### config.mk
export PLATFORM = sky130hd
export DESIGN_NAME = rxring_dma
export DESIGN_NICKNAME = d
export VERILOG_FILES = /design/src/rtl/rxring_pkg.sv /design/src/rtl/rxring_ptr.sv /design/src/rtl/rxring_acc.sv /design/src/rtl/rxring_fsm.sv /design/src/rtl/rxring_dma.sv
export SDC_FILE = /design/constraint.sdc
export NUM_CORES = 1
export LEC_CHECK = 0
export BUFFER_PORTS_ARGS = -buffer_cell sky130_fd_sc_hd__buf_4
export CAP_MARGIN = 10
export CORE_MARGIN = 2
export CORE_UTILIZATION = 58
export CTS_CLUSTER_DIAMETER = 40
export DETAILED_ROUTE_END_ITERATION = 10
export GPL_ROUTABILITY_DRIVEN = 0
export GPL_TIMING_DRIVEN = 0
export PLACE_DENSITY = 0.87
export SYNTH_ARGS = -nofsm -noshare
export SYNTH_HDL_FRONTEND = slang
export SYNTH_HIERARCHICAL = 1
export SYNTH_SLANG_ARGS = --single-unit
### constraint.sdc
create_clock -name clk -period 7.95 [get_ports clk]
set_input_delay 1.1925 -clock clk [delete_from_list [all_inputs] [get_ports clk]]
set_output_delay 1.1925 -clock clk [all_outputs]
set_load 0.01 [all_outputs]
### src/rtl/rxring_pkg.sv
package rxring_pkg;

  typedef enum logic [2:0] {
    ST_OFF,
    ST_WAIT,
    ST_FETCH,
    ST_MOVE,
    ST_DRAIN,
    ST_HEAD,
    ST_HALT
  } rx_state_e;

  // control word fields
  localparam int CTL_EN      = 0;
  localparam int CTL_OFS_LSB = 1;
  localparam int CTL_OFS_W   = 7;
  localparam int CTL_OVC     = 10;

  // descriptor control fields
  localparam int DSC_BC_W = 13;
  localparam int DSC_EOT  = 28;
  localparam int DSC_IOC  = 29;

  // status state codes
  localparam logic [3:0] STC_OFF  = 4'd0;
  localparam logic [3:0] STC_RUN  = 4'd1;
  localparam logic [3:0] STC_WAIT = 4'd2;
  localparam logic [3:0] STC_HALT = 4'd3;

  // status error codes
  localparam logic [3:0] ERR_NONE  = 4'd0;
  localparam logic [3:0] ERR_DPROT = 4'd1;
  localparam logic [3:0] ERR_OVF   = 4'd2;
  localparam logic [3:0] ERR_WBUS  = 4'd3;
  localparam logic [3:0] ERR_DBUS  = 4'd4;

  // header byte for a given lane of the frame status word
  function automatic logic [7:0] hdr_byte(input logic [15:0] len, input logic ovf,
                                          input logic [3:0] cnt, input logic [1:0] lane);
    logic [31:0] w;
    w = {4'b0000, cnt, ovf, 7'b0000000, len};
    return w[{lane, 3'b000} +: 8];
  endfunction

endpackage

### src/rtl/rxring_ptr.sv
module rxring_ptr #(
  parameter int RING_BITS = 12,
  parameter int STEP      = 8
) (
  input  logic                 clk,
  input  logic                 rst_n,
  input  logic                 clr,
  input  logic                 adv,
  input  logic                 wrap,
  output logic [RING_BITS-1:0] cur
);

  localparam logic [RING_BITS-1:0] STEP_V = RING_BITS'(STEP);

  logic [RING_BITS-1:0] cur_n;
  logic                 cur_en;

  always_comb begin
    cur_n  = cur;
    cur_en = clr | adv;
    if (clr)      cur_n = '0;
    else if (adv) cur_n = wrap ? '0 : cur + STEP_V;
  end

  always_ff @(posedge clk or negedge rst_n) begin
    if (!rst_n)      cur <= '0;
    else if (cur_en) cur <= cur_n;
  end

  p_ptr_step_r4: assert property (@(posedge clk) disable iff (!rst_n)
    (adv && !wrap && !clr) |=> (cur == $past(cur) + STEP_V));

  p_ptr_wrap_r4: assert property (@(posedge clk) disable iff (!rst_n)
    (adv && wrap && !clr) |=> (cur == '0));

  p_ptr_hold_r4: assert property (@(posedge clk) disable iff (!rst_n)
    (!adv && !clr) |=> $stable(cur));

endmodule

### src/rtl/rxring_acc.sv
module rxring_acc #(
  parameter int LEN_W = 16,
  parameter int CNT_W = 4
) (
  input  logic             clk,
  input  logic             rst_n,
  input  logic             start,
  input  logic             next,
  input  logic             byte_ok,
  input  logic             set_ovf,
  input  logic             fin,
  input  logic             ioc_in,
  output logic [LEN_W-1:0] len,
  output logic [CNT_W-1:0] cnt,
  output logic             ovf,
  output logic             done
);

  localparam logic [CNT_W-1:0] CNT_MAX = '1;

  logic [LEN_W-1:0] len_n;
  logic [CNT_W-1:0] cnt_n;
  logic             ovf_n;
  logic             ioc_q, ioc_n;
  logic             acc_en;

  always_comb begin
    len_n  = len;
    cnt_n  = cnt;
    ovf_n  = ovf;
    ioc_n  = ioc_q;
    acc_en = start | next | byte_ok | set_ovf;
    if (start) begin
      len_n = '0;
      cnt_n = '0;
      ovf_n = 1'b0;
      ioc_n = ioc_in;
    end else begin
      if (next) begin
        cnt_n = (cnt == CNT_MAX) ? cnt : cnt + 1'b1;
        ioc_n = ioc_q | ioc_in;
      end
      if (byte_ok) len_n = len + 1'b1;
      if (set_ovf) ovf_n = 1'b1;
    end
  end

  always_ff @(posedge clk or negedge rst_n) begin
    if (!rst_n) begin
      len   <= '0;
      cnt   <= '0;
      ovf   <= 1'b0;
      ioc_q <= 1'b0;
    end else if (acc_en) begin
      len   <= len_n;
      cnt   <= cnt_n;
      ovf   <= ovf_n;
      ioc_q <= ioc_n;
    end
  end

  always_ff @(posedge clk or negedge rst_n) begin
    if (!rst_n) done <= 1'b0;
    else        done <= fin & ioc_q;
  end

  p_len_step_r5: assert property (@(posedge clk) disable iff (!rst_n)
    (byte_ok && !start) |=> (len == $past(len) + 1'b1));

  p_ovf_hold_r7: assert property (@(posedge clk) disable iff (!rst_n)
    (ovf && !start) |=> ovf);

  p_done_single_r10: assert property (@(posedge clk) disable iff (!rst_n)
    done |=> !done);

endmodule

### src/rtl/rxring_fsm.sv
module rxring_fsm
  import rxring_pkg::*;
#(
  parameter int AW    = 32,
  parameter int BC_W  = 13,
  parameter int OFS_W = 7
) (
  input  logic             clk,
  input  logic             rst_n,
  input  logic             enable,
  input  logic             ovf_cont,
  input  logic [OFS_W-1:0] ofs,
  input  logic             avail,
  input  logic             in_valid,
  input  logic             in_last,
  output logic             in_ready,
  output logic             dsc_req,
  input  logic             dsc_ack,
  input  logic             dsc_err,
  input  logic [BC_W-1:0]  dsc_bc,
  input  logic             dsc_eot,
  input  logic [AW-1:0]    dsc_buf,
  output logic             wr_valid,
  output logic [AW-1:0]    wr_addr,
  input  logic             wr_ready,
  input  logic             wr_err,
  output rx_state_e        state,
  output logic [3:0]       err_code,
  output logic             head_phase,
  output logic [1:0]       head_idx,
  output logic             ptr_clr,
  output logic             ptr_adv,
  output logic             ptr_wrap,
  output logic             acc_start,
  output logic             acc_next,
  output logic             acc_byte,
  output logic             acc_ovf,
  output logic             acc_fin
);

  localparam logic [BC_W-1:0] BC_ONE = BC_W'(1);

  rx_state_e       st_q, st_n;
  logic            first_q, first_n;
  logic [AW-1:0]   addr_q, addr_n, hdr_q, hdr_n;
  logic [BC_W-1:0] rem_q, rem_n;
  logic [1:0]      hidx_q, hidx_n;
  logic [3:0]      err_q, err_n;
  logic            dat_en;
  logic [BC_W-1:0] ofs_w;

  assign ofs_w = BC_W'(ofs);

  always_comb begin
    st_n      = st_q;
    first_n   = first_q;
    addr_n    = addr_q;
    rem_n     = rem_q;
    hdr_n     = hdr_q;
    hidx_n    = hidx_q;
    err_n     = err_q;
    dat_en    = 1'b0;
    in_ready  = 1'b0;
    dsc_req   = 1'b0;
    wr_valid  = 1'b0;
    ptr_clr   = 1'b0;
    ptr_adv   = 1'b0;
    ptr_wrap  = 1'b0;
    acc_start = 1'b0;
    acc_next  = 1'b0;
    acc_byte  = 1'b0;
    acc_ovf   = 1'b0;
    acc_fin   = 1'b0;
    if (!enable) begin
      st_n    = ST_OFF;
      err_n   = ERR_NONE;
      ptr_clr = 1'b1;
    end else begin
      case (st_q)
        ST_OFF: st_n = ST_WAIT;
        ST_WAIT: begin
          if (in_valid && avail) begin
            st_n    = ST_FETCH;
            first_n = 1'b1;
          end
        end
        ST_FETCH: begin
          dsc_req = 1'b1;
          if (dsc_ack) begin
            if (dsc_err) begin
              st_n  = ST_HALT;
              err_n = ERR_DBUS;
            end else if (dsc_bc == '0 || (first_q && dsc_bc <= ofs_w)) begin
              st_n  = ST_HALT;
              err_n = ERR_DPROT;
            end else begin
              ptr_adv   = 1'b1;
              ptr_wrap  = dsc_eot;
              acc_start = first_q;
              acc_next  = !first_q;
              dat_en    = 1'b1;
              if (first_q) begin
                hdr_n  = dsc_buf;
                addr_n = dsc_buf + AW'(ofs);
                rem_n  = dsc_bc - ofs_w;
              end else begin
                addr_n = dsc_buf;
                rem_n  = dsc_bc;
              end
              st_n = ST_MOVE;
            end
          end
        end
        ST_MOVE: begin
          wr_valid = in_valid;
          in_ready = wr_ready;
          if (in_valid && wr_ready) begin
            if (wr_err) begin
              st_n  = ST_HALT;
              err_n = ERR_WBUS;
            end else begin
              acc_byte = 1'b1;
              dat_en   = 1'b1;
              addr_n   = addr_q + AW'(1);
              rem_n    = rem_q - BC_ONE;
              if (in_last) begin
                st_n   = ST_HEAD;
                hidx_n = 2'd0;
              end else if (rem_q == BC_ONE) begin
                if (avail) begin
                  st_n    = ST_FETCH;
                  first_n = 1'b0;
                end else if (ovf_cont) begin
                  acc_ovf = 1'b1;
                  st_n    = ST_DRAIN;
                end else begin
                  st_n  = ST_HALT;
                  err_n = ERR_OVF;
                end
              end
            end
          end
        end
        ST_DRAIN: begin
          in_ready = 1'b1;
          if (in_valid && in_last) begin
            st_n   = ST_HEAD;
            hidx_n = 2'd0;
          end
        end
        ST_HEAD: begin
          wr_valid = 1'b1;
          if (wr_ready) begin
            if (wr_err) begin
              st_n  = ST_HALT;
              err_n = ERR_WBUS;
            end else if (hidx_q == 2'd3) begin
              st_n    = ST_WAIT;
              acc_fin = 1'b1;
            end else begin
              hidx_n = hidx_q + 2'd1;
            end
          end
        end
        ST_HALT: st_n = ST_HALT;
        default: st_n = ST_OFF;
      endcase
    end
  end

  always_ff @(posedge clk or negedge rst_n) begin
    if (!rst_n) begin
      st_q    <= ST_OFF;
      first_q <= 1'b0;
      hidx_q  <= 2'd0;
      err_q   <= ERR_NONE;
    end else begin
      st_q    <= st_n;
      first_q <= first_n;
      hidx_q  <= hidx_n;
      err_q   <= err_n;
    end
  end

  always_ff @(posedge clk or negedge rst_n) begin
    if (!rst_n) begin
      addr_q <= '0;
      rem_q  <= '0;
      hdr_q  <= '0;
    end else if (dat_en) begin
      addr_q <= addr_n;
      rem_q  <= rem_n;
      hdr_q  <= hdr_n;
    end
  end

  assign head_phase = (st_q == ST_HEAD);
  assign head_idx   = hidx_q;
  assign wr_addr    = head_phase ? hdr_q + AW'(hidx_q) : addr_q;
  assign state      = st_q;
  assign err_code   = err_q;

  p_off_quiet_r1: assert property (@(posedge clk) disable iff (!rst_n)
    (st_q == ST_OFF) |-> (!wr_valid && !dsc_req && !in_ready));

  p_fetch_posted_r2: assert property (@(posedge clk) disable iff (!rst_n)
    (st_q == ST_FETCH && $past(st_q == ST_WAIT)) |-> $past(avail));

  p_halt_sticky_r6: assert property (@(posedge clk) disable iff (!rst_n)
    (st_q == ST_HALT && enable) |=> (st_q == ST_HALT));

  p_drain_exit_r7: assert property (@(posedge clk) disable iff (!rst_n)
    (st_q == ST_DRAIN && enable) |=> (st_q == ST_DRAIN || st_q == ST_HEAD));

  p_halt_coded_r9: assert property (@(posedge clk) disable iff (!rst_n)
    (st_q == ST_HALT) |-> (err_q != ERR_NONE));

  p_off_clears_r11: assert property (@(posedge clk) disable iff (!rst_n)
    !enable |=> (st_q == ST_OFF && err_q == ERR_NONE));

endmodule

### src/rtl/rxring_dma.sv
module rxring_dma
  import rxring_pkg::*;
#(
  parameter int AW        = 32,
  parameter int RING_BITS = 12,
  parameter int LEN_W     = 16,
  parameter int CNT_W     = 4
) (
  input  logic                 clk,
  input  logic                 rst_n,
  input  logic [31:0]          ctrl_word,
  input  logic [AW-1:0]        ring_base,
  input  logic [RING_BITS-1:0] last_post,
  output logic [31:0]          status_word,
  input  logic                 in_valid,
  input  logic [7:0]           in_data,
  input  logic                 in_last,
  output logic                 in_ready,
  output logic                 dsc_req,
  output logic [AW-1:0]        dsc_addr,
  input  logic                 dsc_ack,
  input  logic                 dsc_err,
  input  logic [31:0]          dsc_ctrl,
  input  logic [AW-1:0]        dsc_buf,
  output logic                 wr_valid,
  output logic [AW-1:0]        wr_addr,
  output logic [7:0]           wr_data,
  input  logic                 wr_ready,
  input  logic                 wr_err,
  output logic                 frame_done
);

  localparam int DSC_STEP = 8;

  logic [RING_BITS-1:0] cur;
  rx_state_e            state;
  logic [3:0]           err_code;
  logic                 head_phase;
  logic [1:0]           head_idx;
  logic                 ptr_clr, ptr_adv, ptr_wrap;
  logic                 acc_start, acc_next, acc_byte, acc_ovf, acc_fin;
  logic [LEN_W-1:0]     f_len;
  logic [CNT_W-1:0]     f_cnt;
  logic                 f_ovf;
  logic                 avail;
  logic [3:0]           stc;
  logic                 unused_bits;

  assign avail    = (cur != last_post);
  assign dsc_addr = {ring_base[AW-1:RING_BITS], cur};

  assign unused_bits = ^{ctrl_word[31:11], ctrl_word[9:8], ring_base[RING_BITS-1:0],
                         dsc_ctrl[31:30], dsc_ctrl[27:DSC_BC_W]};

  rxring_ptr #(.RING_BITS(RING_BITS), .STEP(DSC_STEP)) u_ptr (
    .clk  (clk),
    .rst_n(rst_n),
    .clr  (ptr_clr),
    .adv  (ptr_adv),
    .wrap (ptr_wrap),
    .cur  (cur)
  );

  rxring_fsm #(.AW(AW), .BC_W(DSC_BC_W), .OFS_W(CTL_OFS_W)) u_fsm (
    .clk       (clk),
    .rst_n     (rst_n),
    .enable    (ctrl_word[CTL_EN]),
    .ovf_cont  (ctrl_word[CTL_OVC]),
    .ofs       (ctrl_word[CTL_OFS_LSB +: CTL_OFS_W]),
    .avail     (avail),
    .in_valid  (in_valid),
    .in_last   (in_last),
    .in_ready  (in_ready),
    .dsc_req   (dsc_req),
    .dsc_ack   (dsc_ack),
    .dsc_err   (dsc_err),
    .dsc_bc    (dsc_ctrl[DSC_BC_W-1:0]),
    .dsc_eot   (dsc_ctrl[DSC_EOT]),
    .dsc_buf   (dsc_buf),
    .wr_valid  (wr_valid),
    .wr_addr   (wr_addr),
    .wr_ready  (wr_ready),
    .wr_err    (wr_err),
    .state     (state),
    .err_code  (err_code),
    .head_phase(head_phase),
    .head_idx  (head_idx),
    .ptr_clr   (ptr_clr),
    .ptr_adv   (ptr_adv),
    .ptr_wrap  (ptr_wrap),
    .acc_start (acc_start),
    .acc_next  (acc_next),
    .acc_byte  (acc_byte),
    .acc_ovf   (acc_ovf),
    .acc_fin   (acc_fin)
  );

  rxring_acc #(.LEN_W(LEN_W), .CNT_W(CNT_W)) u_acc (
    .clk    (clk),
    .rst_n  (rst_n),
    .start  (acc_start),
    .next   (acc_next),
    .byte_ok(acc_byte),
    .set_ovf(acc_ovf),
    .fin    (acc_fin),
    .ioc_in (dsc_ctrl[DSC_IOC]),
    .len    (f_len),
    .cnt    (f_cnt),
    .ovf    (f_ovf),
    .done   (frame_done)
  );

  assign wr_data = head_phase ? hdr_byte(16'(f_len), f_ovf, 4'(f_cnt), head_idx) : in_data;

  always_comb begin
    case (state)
      ST_OFF:  stc = STC_OFF;
      ST_WAIT: stc = STC_WAIT;
      ST_HALT: stc = STC_HALT;
      default: stc = STC_RUN;
    endcase
    status_word                  = '0;
    status_word[RING_BITS-1:0]   = cur;
    status_word[15:12]           = stc;
    status_word[19:16]           = err_code;
  end

  p_wait_idle_r2: assert property (@(posedge clk) disable iff (!rst_n)
    (state == ST_WAIT && !avail) |=> (state == ST_WAIT || !ctrl_word[CTL_EN]));

  p_halt_no_write_r6: assert property (@(posedge clk) disable iff (!rst_n)
    (state == ST_HALT) |-> (!wr_valid && !in_ready));

endmodule

==> out/results.txt, run 1 <==
Post-synth EDFFs -> 0
RSZ-0062 raised after global routing -> false
CTS clk-pin slew, worst paths -> 0.06 ns
post-synthesis mux area share -> 0.0645
chip width -> 132 um
HPWL after DPL -> 21000 um
clock power share -> 0.292
antenna violations before repair -> 0
max layer used -> met4
largest net degree at the start of global routing -> 77
Seq/Total Area, Yosys -> 0.310
CP Launch Type -> register
Net Sw Power -> 1.18 mW
Sum Neg Setup Slack -> 0 ns
final hold violation count -> 0
Pint -> 2.00 mW
Setup WS post-layout -> 2.84 ns
# H-tree levels -> 4
outcome -> complete, no violations
Setup Crit Path Kind -> reg -> out
combinational power share -> 0.376
largest family of logic cells by synthesized area -> simple AND/OR/NAND/NOR gates
CTS buffer count -> 17
Filler Cells Inserted -> 1209
initial core utilization -> 0.597
Die Y -> 132 um
Slew headroom -> 0.167
root buffer selected by CTS -> clkbuf_16
XOR/XNOR share of the synthesized area -> 0.0708
grt ovf -> 0
sequential share of power -> 0.332
post_cts resized -> 0
Seq cells post-synth -> 118
Pwr Density -> 268 nW/um^2
CP Cell Sequence -> ha_1 > inv_1 > fa_1 > nor4b_1 > nand3_1 > nor2_1 > nand4_1 > xor2_1 > o21ai_0 > buf_4
worst-margin pin slew -> 1.24 ns
WL final -> 29300 um
Top Ports -> 264
drt wl/cell -> 18.3 um
sw frac -> 0.371
Post-Syn Instances -> 1166
Final ANT Viol Nets -> 0
post-synth cell types -> 85
CTS sink cnt -> 118
CP max FO -> 6
worst path bufs/invs -> 2
Total Routing Usage GR -> 0.328
fmax -> 196 MHz
first-pass GRT wire length -> 46900 um
min-delay worst type -> reg -> reg
CP peak stage delay -> 1.08 ns
Avg Synthesized Cell Area -> 8.16 um^2
met3 wire length -> 2870 um
asr flop ratio synth -> 1.00
top cells by area, synth -> dfrtp_1 (31%), o21ai_0 (5.3%), nand2_1 (4.9%)
VDD IR max -> 0.211 mV
Yosys top cell area share -> 0.310
Antenna diodes -> 0
CTS Hold Bufs -> 0
1st-pass router iterations -> 6
Vias/cell -> 6.21
DIE AREA -> 17500 um^2
Worst EP arrival -> 3.92 ns
wl on met1 -> 11300 um
commonest non-fill, non-tap cell in the layout -> buf_4
Yosys Warn Count -> 6
synthesized cell area -> 9520 um^2
post-synthesis adder-cell area fraction -> 0.0365
Core ar. -> 15900 um^2
# rows -> 46
vias in the first global route -> 9476
Post-layout nets -> 1551
Setup crit end kind -> output port
ys flop type -> dfrtp_1
# port buffers -> 168
Final Cycle Share -> 0.643
Hold Slack -> 0.509 ns
PnR Total Power -> 3.18 mW
Clock Tree Buf Depth -> 2
WL met2 -> 14200 um
Synth-to-Final Area Change -> 24.4%
Lkg Pwr -> 5.35 nW
DP Worst Slack -> 3.27 ns
max-slew violation count -> 0
Critical-path top delay cell -> nor4b_1
commonest non-fill, non-tap cells in the layout -> buf_4 (221), nand2_1 (124), dfrtp_1 (118), o21ai_0 (100), nor2_1 (85)
worst-skew pair later-pin latency -> 0.42 ns
fraction of layout cells with a size suffix above 1 -> 0.245
# placed instances -> 1566
fin crit period -> 5.11 ns
final setup fails -> 0
Req. time, crit path -> 6.76 ns
worst clock skew -> 0.0115 ns
Synth Area in Compound Gates -> 0.184
Via Count -> 9927
area leader, netlist -> dfrtp_1
post-CTS setup buffer count -> 0
DR iter-0 viols -> 1190
Simple-Gate Fraction of Synth Area -> 0.243
DRC Markers -> 0
max cap viols -> 0
CTS tree -> yes
CP delay by family, top -> simple AND/OR/NAND/NOR gates
non-filler cells, final -> 1598
[power by group through the flow]
| stage | combinational (mW) | clock (mW) | sequential, mW |
|---|---|---|---|
| after floorplan | 0.761 | 0 | 0.989 |
| after global placement | 1.13 | 0 | 1.04 |
| after detailed placement | 1.16 | 0 | 1.05 |
| after CTS | 1.18 | 0.929 | 1.04 |
| after global routing | 1.30 | 0.961 | 1.08 |
| final | 1.19 | 0.929 | 1.05 |
[layout make-up]
cell class	count	area [um^2]	area share
clock inverter	12	248	0.0209
buffer	106	677	0.0572
timing repair buffer	169	1290	0.109
tap	216	270	0.0228
multi-input combinational	910	5770	0.487
sequential	118	2950	0.249
inverter	47	179	0.0151
clock buffer	20	457	0.0386
[synth_stat cells (all sizes together) (8+ instances only)]
library cell,instances
a21oi,73
clkbuf,29
and3,23
ha,23
mux2,40
nor4,20
buf,77
nand2,126
nand3,50
mux2i,16
a211oi,15
nand2b,16
nor3,31
nand4,27
or3,8
xor2,53
a31oi,18
inv,45
nor2b,18
xnor2,24
or4,12
nor2,86
o21ai,109
dfrtp,118
[path summary, 6_finish.rpt]
| check | from | end | cells after the start | slack, ns |
|---|---|---|---|---|
| max | u_fsm/head_idx[0]$_DFFE_PN0P_ | wr_addr[30] | 10 | 2.84 |
| min | u_acc/ovf$_DFFE_PN0P_ | u_acc/ovf$_DFFE_PN0P_ | 2 | 0.51 |
| max reg2reg | u_fsm/state[2]$_DFFE_PN0P_ | u_acc/len[12]$_DFFE_PN0P_ | 10 | 4.18 |
| min reg2reg | u_acc/ovf$_DFFE_PN0P_ | u_acc/ovf$_DFFE_PN0P_ | 2 | 0.51 |
| max in group asynchronous | rst_n | u_fsm/hdr_q[16]$_DFFE_PN0P_ | 2 | 6.51 |
| min in group asynchronous | rst_n | u_acc/len[2]$_DFFE_PN0P_ | 1 | 0.69 |
[cell families after synthesis]
group | Yosys count
and+or+nand+nor | 445
AOI/OAI and AO/OA | 288
buffers and inverters | 153
DFF | 118
xor gates and xnor gates | 77
muxes | 56
adders and majority gates | 26
other | 3
[through the flow]
stage,utilization,cell area (um^2)
after floorplan,-,9580
after global placement,0.697,11100
after detailed placement,0.699,11100
after CTS,0.743,11800
after global routing,0.743,11800
final,0.743,11800
[routing by layer]
layer	global-route usage	vias to the layer above
met2	0.547	663
met1	0.415	4629
met3	0.0654	101
li1	-	4534
met4	0.142	0
met5	0	-
[flip-flops by register name (all words and copies together), names as in the netlist]
name,cells
u_acc/done,1
u_fsm/err_code,3
u_fsm/hdr_q,32
u_fsm/rem_q,13
u_fsm/head_idx,2
u_fsm/state,3
u_fsm/first_q,1
u_acc/cnt,4
u_fsm/addr_q,32
u_acc/ioc_q,1
u_ptr/cur,9
u_acc/len,16
u_acc/ovf,1
[worst reg2reg max path: stages, from the launching register on]
cell and delay [ns]:
dfrtp_1 0.41, clkbuf_1 0.23, nor2b_1 0.23, nand2_1 0.28
or3_1 0.46, inv_1 0.22, clkbuf_1 0.57, buf_2 0.35
nand3_1 0.22, nor4_1 0.31, mux2_2 0.37
Note: power is estimated with default switching activity, not from simulation.
==> inputs of run 2 (changes only) <==
--- a/config.mk
+++ b/config.mk
@@ -8,12 +8,12 @@
 export BUFFER_PORTS_ARGS = -buffer_cell sky130_fd_sc_hd__buf_4
 export CAP_MARGIN = 10
 export CORE_MARGIN = 2
-export CORE_UTILIZATION = 58
+export CORE_UTILIZATION = 54
 export CTS_CLUSTER_DIAMETER = 40
 export DETAILED_ROUTE_END_ITERATION = 10
 export GPL_ROUTABILITY_DRIVEN = 0
 export GPL_TIMING_DRIVEN = 0
-export PLACE_DENSITY = 0.87
+export PLACE_DENSITY = 0.82
 export SYNTH_ARGS = -nofsm -noshare
 export SYNTH_HDL_FRONTEND = slang
 export SYNTH_HIERARCHICAL = 1
==> constraint.sdc (replaced) <==
create_clock -name clk -period 5 [get_ports clk]
set_input_delay 0.75 -clock clk [delete_from_list [all_inputs] [get_ports clk]]
set_output_delay 0.75 -clock clk [all_outputs]
set_load 0.01 [all_outputs]
==> run 2 against run 1 <==
  * Non-clock buffer count unchanged
  * Clock skew fell by 0.0039 ns
  * Highest routed layer unchanged
  * Largest cell class unchanged
  * Die area rose by 7.2%
  * Via count fell by 2.1%
  * Combinational power rose by 58%
  * Critical path depth stayed put
==> out/results.txt, run 2 (same netlist as run 1, synthesis figures left out) <==
worst clock skew -> 0.00754 ns (-0.00392 ns)
final design utilization -> 0.682 (-0.0607)
grt ovf -> 0 (unchanged)
DP Worst Slack -> 0.798 ns (-2.47 ns)
CTS buffer count -> 17 (unchanged)
Sum Neg Setup Slack -> 0 ns (unchanged)
Worst EP arrival -> 3.89 ns (-0.03 ns)
first-pass GRT wire length -> 45200 um (-3.5%)
Lkg Pwr -> 5.32 nW (-0.58%)
vias in the first global route -> 9167 (-3.3%)
Slew headroom -> 0.236 (+0.0688)
drt wl/cell -> 17.8 um (-2.8%)
Die Y -> 137 um (+3.5%)
max cap viols -> 0 (unchanged)
area post-placement -> 11100 um^2 (+0.10%)
# port buffers -> 168 (unchanged)
Core ar. -> 17200 um^2 (+8.1%)
min-delay worst type -> in -> async
Final ANT Viol Nets -> 0 (unchanged)
Via Count -> 9718 (-2.1%)
final setup fails -> 0 (unchanged)
register area -> 2950 um^2 (unchanged)
biggest regs -> u_fsm/addr_q x32, u_fsm/hdr_q x32, u_acc/len x16
Req. time, crit path -> 4.25 ns (-2.51 ns)
max layer used -> met4
CP Launch Type -> register
1st-pass router iterations -> 7 (+1)
commonest non-fill, non-tap cells in the layout -> buf_4 (221), nand2_1 (124), dfrtp_1 (118), o21ai_0 (100), nor2_1 (85)
CP max FO -> 6 (unchanged)
fin crit period -> 4.64 ns
Synth-to-Final Area Change -> 23.5%
post-CTS setup buffer count -> 0 (unchanged)
Final Cycle Share -> 0.928
Clock Tree Buf Depth -> 2 (unchanged)
Setup Crit Path Kind -> reg -> out
VDD IR max -> 0.320 mV (+52%)
# rows -> 48 (+4.3%)
Hold Slack -> 0.243 ns (-0.266 ns)
Top Ports -> 264 (unchanged)
DR iter-0 viols -> 874 (-27%)
CTS clk-pin slew, worst paths -> 0.06 ns (about the same)
largest net degree at the start of global routing -> 83 (+7.8%)
worst reg-to-reg setup slack -> 1.24 ns (-2.94 ns)
Setup crit end kind -> output port
commonest non-fill, non-tap cell in the layout -> buf_4
max-slew violation count -> 0 (unchanged)
CTS sink cnt -> 118 (unchanged)
CTS Hold Bufs -> 0 (unchanged)
fraction of layout cells with a size suffix above 1 -> 0.245 (-0.000546)
met3 wire length -> 2630 um (-8.5%)
Filler Cells Inserted -> 1423 (+18%)
WL final -> 28600 um (-2.3%)
WL met2 -> 13900 um (-2.1%)
Setup WS post-layout -> 0.359 ns (-2.48 ns)
antenna violations before repair -> 0 (unchanged)
Pwr Density -> 410 nW/um^2 (+53%)
fmax -> 215 MHz
outcome -> complete, no violations
chip width -> 137 um (+3.5%)
Vias/cell -> 6.05 (-2.6%)
worst-skew pair later-pin latency -> 0.41 ns (about the same)
CTS tree -> yes
DRC Markers -> 0 (unchanged)
worst-margin pin slew -> 1.13 ns (-0.108 ns)
wl on met1 -> 11200 um (-0.58%)
initial core utilization -> 0.552 (-0.0448)
post_cts resized -> 0 (unchanged)
root buffer selected by CTS -> clkbuf_16
RSZ-0062 raised after global routing -> false
Final Instance Area -> 11800 um^2 (-0.72%)
# H-tree levels -> 4 (unchanged)
final hold violation count -> 0 (unchanged)
Post-layout nets -> 1551 (unchanged)
HPWL after DPL -> 21200 um (+0.72%)
Antenna diodes -> 0 (unchanged)
Total Routing Usage GR -> 0.307 (-0.0218)
area of the multi-input gates -> 5770 um^2 (unchanged)
DIE AREA -> 18700 um^2 (+7.2%)
==> run 2: critical path, stage by stage (launching register included) <==
cell	delay (ns)
dfrtp_1	0.46
ha_1	0.21
inv_1	0.06
fa_1	0.50
nor4b_1	1.01
nand3_1	0.27
nor2_1	0.33
nand4_1	0.16
xor2_1	0.16
o21ai_0	0.16
buf_4	0.15
==> run 2: through the flow <==
| stage | power, mW | cells |
|---|---|---|
| floorplan | 2.78 | 1181 |
| global placement | 3.45 | 1574 |
| detailed placement | 3.52 | 1575 |
| CTS | 4.81 | 1606 |
| global route | 5.13 | 1606 |
| finish | 4.82 | 1606 |
==> run 2: power by group <==
group	total (mW)	internal (mW)	leakage [nW]	switching [mW]
clock	1.26	0.830	0.306	0.434
sequential	1.67	1.28	1.52	0.395
combinational	1.88	0.884	3.49	0.998
==> run 2: layout make-up <==
class                           count  share of cell area
Timing Repair Buffer              169               0.110
Buffer                            106              0.0576
Multi-Input combinational cell    910               0.490
Clock buffer                       22              0.0412
Clock inverter                      9              0.0105
Tap cell                          225              0.0239
Sequential cell                   118               0.251
Inverter                           47              0.0152
==> run 2: layer usage <==
layer	up-vias	GRT usage
met5	-	0
met4	0	0.124
met1	4585	0.389
li1	4536	-
met3	71	0.0607
met2	526	0.513
==> run 2: final timing paths <==
kind | start | endpoint | cells after the start
setup reg to reg | u_fsm/state[2]$_DFFE_PN0P_ | u_acc/len[15]$_DFFE_PN0P_ | 10
max in group asynchronous | rst_n | u_fsm/hdr_q[15]$_DFFE_PN0P_ | 2
hold reg to reg | u_acc/ovf$_DFFE_PN0P_ | u_acc/ovf$_DFFE_PN0P_ | 2
hold / removal | rst_n | u_acc/len[8]$_DFFE_PN0P_ | 1
min in group clk | u_acc/ovf$_DFFE_PN0P_ | u_acc/ovf$_DFFE_PN0P_ | 2
setup / recovery | u_fsm/head_idx[0]$_DFFE_PN0P_ | wr_addr[30] | 10
==> inputs of run 3 (changes only) <==
--- a/config.mk
+++ b/config.mk
@@ -16,5 +16,4 @@
 export PLACE_DENSITY = 0.82
 export SYNTH_ARGS = -nofsm -noshare
 export SYNTH_HDL_FRONTEND = slang
-export SYNTH_HIERARCHICAL = 1
 export SYNTH_SLANG_ARGS = --single-unit
==> run 3 against run 2 <==
  * First-iteration DRC count up 24%
  * Hold slack got worse by 0.053 ns
  * Utilization rose by 0.56 points
  * Register-to-register slack improved by 0.35 ns
  * Synthesized cell count fell by 0.77%
  * Largest cell class unchanged
  * Largest power group unchanged
  * Highest routed layer unchanged
==> out/results.txt, run 3 <==
Clock Tree Buf Depth -> 2 (unchanged)
max-slew violation count -> 0 (unchanged)
Die Y -> 135 um (-1.3%)
Critical-path top delay cell -> dfrtp_1
Final Instance Area -> 11500 um^2 (-2.3%)
CTS sink cnt -> 118 (unchanged)
antenna violations before repair -> 0 (unchanged)
fin crit period -> 4.65 ns (+0.0102 ns)
commonest non-fill, non-tap cells in the layout -> buf_4 (217), nand2_1 (134), dfrtp_1 (118), o21ai_0 (109), nor2_1 (100)
outcome -> complete, no violations
worst-skew pair later-pin latency -> 0.43 ns (+0.02 ns)
top cells by area, synth -> dfrtp_1 (32%), o21ai_0 (5.9%), nand2_1 (5.4%)
Synth-to-Final Area Change -> 24.0%
CP delay by family, top -> simple AND/OR/NAND/NOR gates
cell depth of the worst flop-to-flop path -> 8 (-2)
Yosys top cell area share -> 0.319 (+0.00863)
initial core utilization -> 0.555 (+0.00228)
max cap viols -> 0 (unchanged)
Final ANT Viol Nets -> 0 (unchanged)
Setup crit start -> u_fsm.head_idx[1]$_DFFE_PN0P_
fraction of layout cells with a size suffix above 1 -> 0.211 (-0.0334)
register area -> 2950 um^2 (unchanged)
DRC Markers -> 0 (unchanged)
worst clock skew -> 0.0107 ns (+0.00314 ns)
min-delay worst type -> in -> async
fmax -> 215 MHz (-0.22%)
drt wl/cell -> 18.8 um (+5.4%)
post-synth cell types -> 66 (-22%)
Via Count -> 9810 (+0.95%)
VDD IR max -> 0.328 mV (+2.3%)
Post-layout nets -> 1547 (-0.26%)
largest net degree at the start of global routing -> 93 (+12%)
area of the multi-input gates -> 5640 um^2 (-2.2%)
# rows -> 47 (-2.1%)
r2r endpoint -> u_fsm.addr_q[28]$_DFFE_PN0P_
Avg Synthesized Cell Area -> 8.00 um^2 (-2.0%)
Lkg Pwr -> 5.08 nW (-4.5%)
Sum Neg Setup Slack -> 0 ns (unchanged)
Total Routing Usage GR -> 0.327 (+0.0203)
Antenna diodes -> 0 (unchanged)
CP peak stage delay -> 0.54 ns (-0.47 ns)
CP Launch Type -> register
final setup fails -> 0 (unchanged)
RR Startpoint -> u_fsm.state[0]$_DFFE_PN0P_
Req. time, crit path -> 4.25 ns (about the same)
CP Cell Sequence -> clkbuf_1 > inv_1 > fa_1 > nand3b_1 > nor2_1 > and2_1 > nand3_1 > nor3_1 > xnor2_1 > o21ai_0 > buf_4
first-pass GRT wire length -> 47100 um (+4.1%)
post-CTS setup buffer count -> 0 (unchanged)
Simple-Gate Fraction of Synth Area -> 0.224 (-0.0188)
Pint -> 3.04 mW (+1.6%)
Setup Crit Path Kind -> reg -> out
worst-margin pin slew -> 1.11 ns (-0.0191 ns)
combinational power share -> 0.414 (+0.024)
# port buffers -> 168 (unchanged)
CTS clk-pin slew, worst paths -> 0.05 ns (about the same)
area post-placement -> 10900 um^2 (-2.2%)
CTS tree -> yes
Synth Area in Compound Gates -> 0.195 (+0.0105)
sw frac -> 0.400 (+0.0208)
sequential share of power -> 0.341 (-0.006)
post_cts resized -> 0 (unchanged)
Net Sw Power -> 2.03 mW (+11%)
Seq/Total Area, Yosys -> 0.319 (+0.00863)
Post-Syn Instances -> 1157 (-0.77%)
root buffer selected by CTS -> clkbuf_16
commonest non-fill, non-tap cell in the layout -> buf_4
most numerous cell in the Yosys netlist -> nand2_1
asr flop ratio synth -> 1.00 (unchanged)
Setup crit end kind -> output port
HPWL after DPL -> 22000 um (+4.2%)
critical path depth in cells -> 11 (+1)
1st-pass router iterations -> 6 (-1)
Final Cycle Share -> 0.930 (+0.00203)
DIE AREA -> 18200 um^2 (-2.6%)
Filler Cells Inserted -> 1408 (-1.1%)
post-synthesis adder-cell area fraction -> 0.0376 (+0.00102)
Hold Slack -> 0.190 ns (-0.0530 ns)
CP max FO -> 10 (+4)
Post-synth top cells -> nand2_1 (134), dfrtp_1 (118), o21ai_0 (109), nor2_1 (100), a21oi_1 (84)
CTS buffer count -> 17 (unchanged)
CTS Hold Bufs -> 0 (unchanged)
Seq cells post-synth -> 118 (unchanged)
RSZ-0062 raised after global routing -> false
grt ovf -> 0 (unchanged)
Vias/cell -> 6.14 (+1.5%)
chip width -> 135 um (-1.3%)
ys flop type -> dfrtp_1
Worst EP arrival -> 3.90 ns (about the same)
Yosys Warn Count -> 0 (-6)
worst reg-to-reg setup slack -> 1.59 ns (+0.35 ns)
# H-tree levels -> 4 (unchanged)
Slew headroom -> 0.254 (+0.0176)
area leader, netlist -> dfrtp_1
post-synthesis mux area share -> 0.0613 (-0.00320)
Top Ports -> 264 (unchanged)
vias in the first global route -> 9447 (+3.1%)
Core ar. -> 16700 um^2 (-3.1%)
WL final -> 30000 um (+4.8%)
final hold violation count -> 0 (unchanged)
DR iter-0 viols -> 1085 (+24%)
Pwr Density -> 441 nW/um^2 (+7.7%)
biggest regs -> u_fsm.addr_q x32, u_fsm.hdr_q x32, u_acc.len x16
CP Capture Point -> wr_addr[30]
synthesized cell area -> 9260 um^2 (-2.7%)
Post-synth EDFFs -> 0 (unchanged)
XOR/XNOR share of the synthesized area -> 0.0832 (+0.0124)
largest family of logic cells by synthesized area -> simple AND/OR/NAND/NOR gates
worst path bufs/invs -> 3 (+1)
clock power share -> 0.245 (-0.017)
-- run 3: cell types whose count changed after synthesis, moves of 9 or more --
cell / previous run / this run
nor2_1: 85 / 100
mux2_1: 9 / 0
clkbuf_1: 28 / 43
mux2_4: 1 / 10
nand2_1: 124 / 134
xnor2_1: 24 / 45
nand2b_1: 16 / 5
a21oi_1: 73 / 84
nor4_1: 19 / 10
xor2_1: 53 / 43
o21ai_0: 100 / 109
o21ai_1: 9 / 0
nor3_1: 28 / 39
-- run 3: power by group through the flow --
stage / sequential, mW / clock, mW / combinational (mW)
finish: 1.73 / 1.24 / 2.10
global route: 1.77 / 1.29 / 2.28
CTS: 1.70 / 1.24 / 2.07
detailed placement: 1.71 / 0 / 2.05
global placement: 1.69 / 0 / 2.00
floorplan: 1.61 / 0 / 1.32
-- run 3: worst reg2reg max path, cell delays in order (launching register included) --
cell and delay [ns]:
dfrtp_1 0.36, clkbuf_1 0.32, and3b_1 0.26, clkbuf_1 0.53
clkbuf_1 0.56, clkbuf_1 0.67, nand2_1 0.24, o22ai_1 0.23
a2bb2oi_1 0.10
-- run 3: cells by family (layout without fill, tap and decap cells) --
group | Yosys count | count (layout)
and+or+nand+nor | 437 | 437
AOI/OAI and AO/OA | 298 | 298
buffers and inverters | 140 | 340
DFF | 118 | 118
xor gates and xnor gates | 88 | 88
muxes | 49 | 49
adders and majority gates | 26 | 26
other | 1 | 21
-- run 3: final cells by class --
type,instances,share of cell area
clock inverters,9,0.0111
repair buffers,169,0.113
well taps,220,0.0240
clock buffers,22,0.0395
flip-flops and latches,118,0.257
inverters,36,0.0118
plain buffers,104,0.0528
multi-input cells,919,0.491
-- run 3: through the flow --
step	utilization	power, mW	cells	setup WS [ns]
floorplan	-	2.93	1177	1.72
detailed placement	0.653	3.77	1566	0.868
finish	0.688	5.07	1597	0.349
global placement	0.651	3.69	1565	0.905
CTS	0.688	5.01	1597	0.410
global route	0.688	5.34	1597	0.178
-- run 3: per-layer routing --
metal	global-route usage	routed length (um)	vias up	part of all wire
li1	-	-	4488	-
met1	0.401	11600	4589	0.39
met2	0.543	14300	614	0.48
met3	0.0732	2880	119	0.096
met4	0.164	1250	0	0.042
met5	0	0	-	0
-- run 3: how the worst min path moves through the flow --
stage / start / to / slack [ns] / cells past startpoint
after CTS: rst_n / u_acc.ovf$_DFFE_PN0P_ / 0.19 / 1
after global placement: u_acc.ovf$_DFFE_PN0P_ / u_acc.ovf$_DFFE_PN0P_ / 0.48 / 1
after global routing: rst_n / u_acc.ovf$_DFFE_PN0P_ / 0.20 / 1
after floorplan: rst_n / u_acc.cnt[0]$_DFFE_PN0P_ / 0.45 / 0
final: rst_n / u_acc.len[7]$_DFFE_PN0P_ / 0.19 / 1
after detailed placement: u_acc.ovf$_DFFE_PN0P_ / u_acc.ovf$_DFFE_PN0P_ / 0.48 / 1
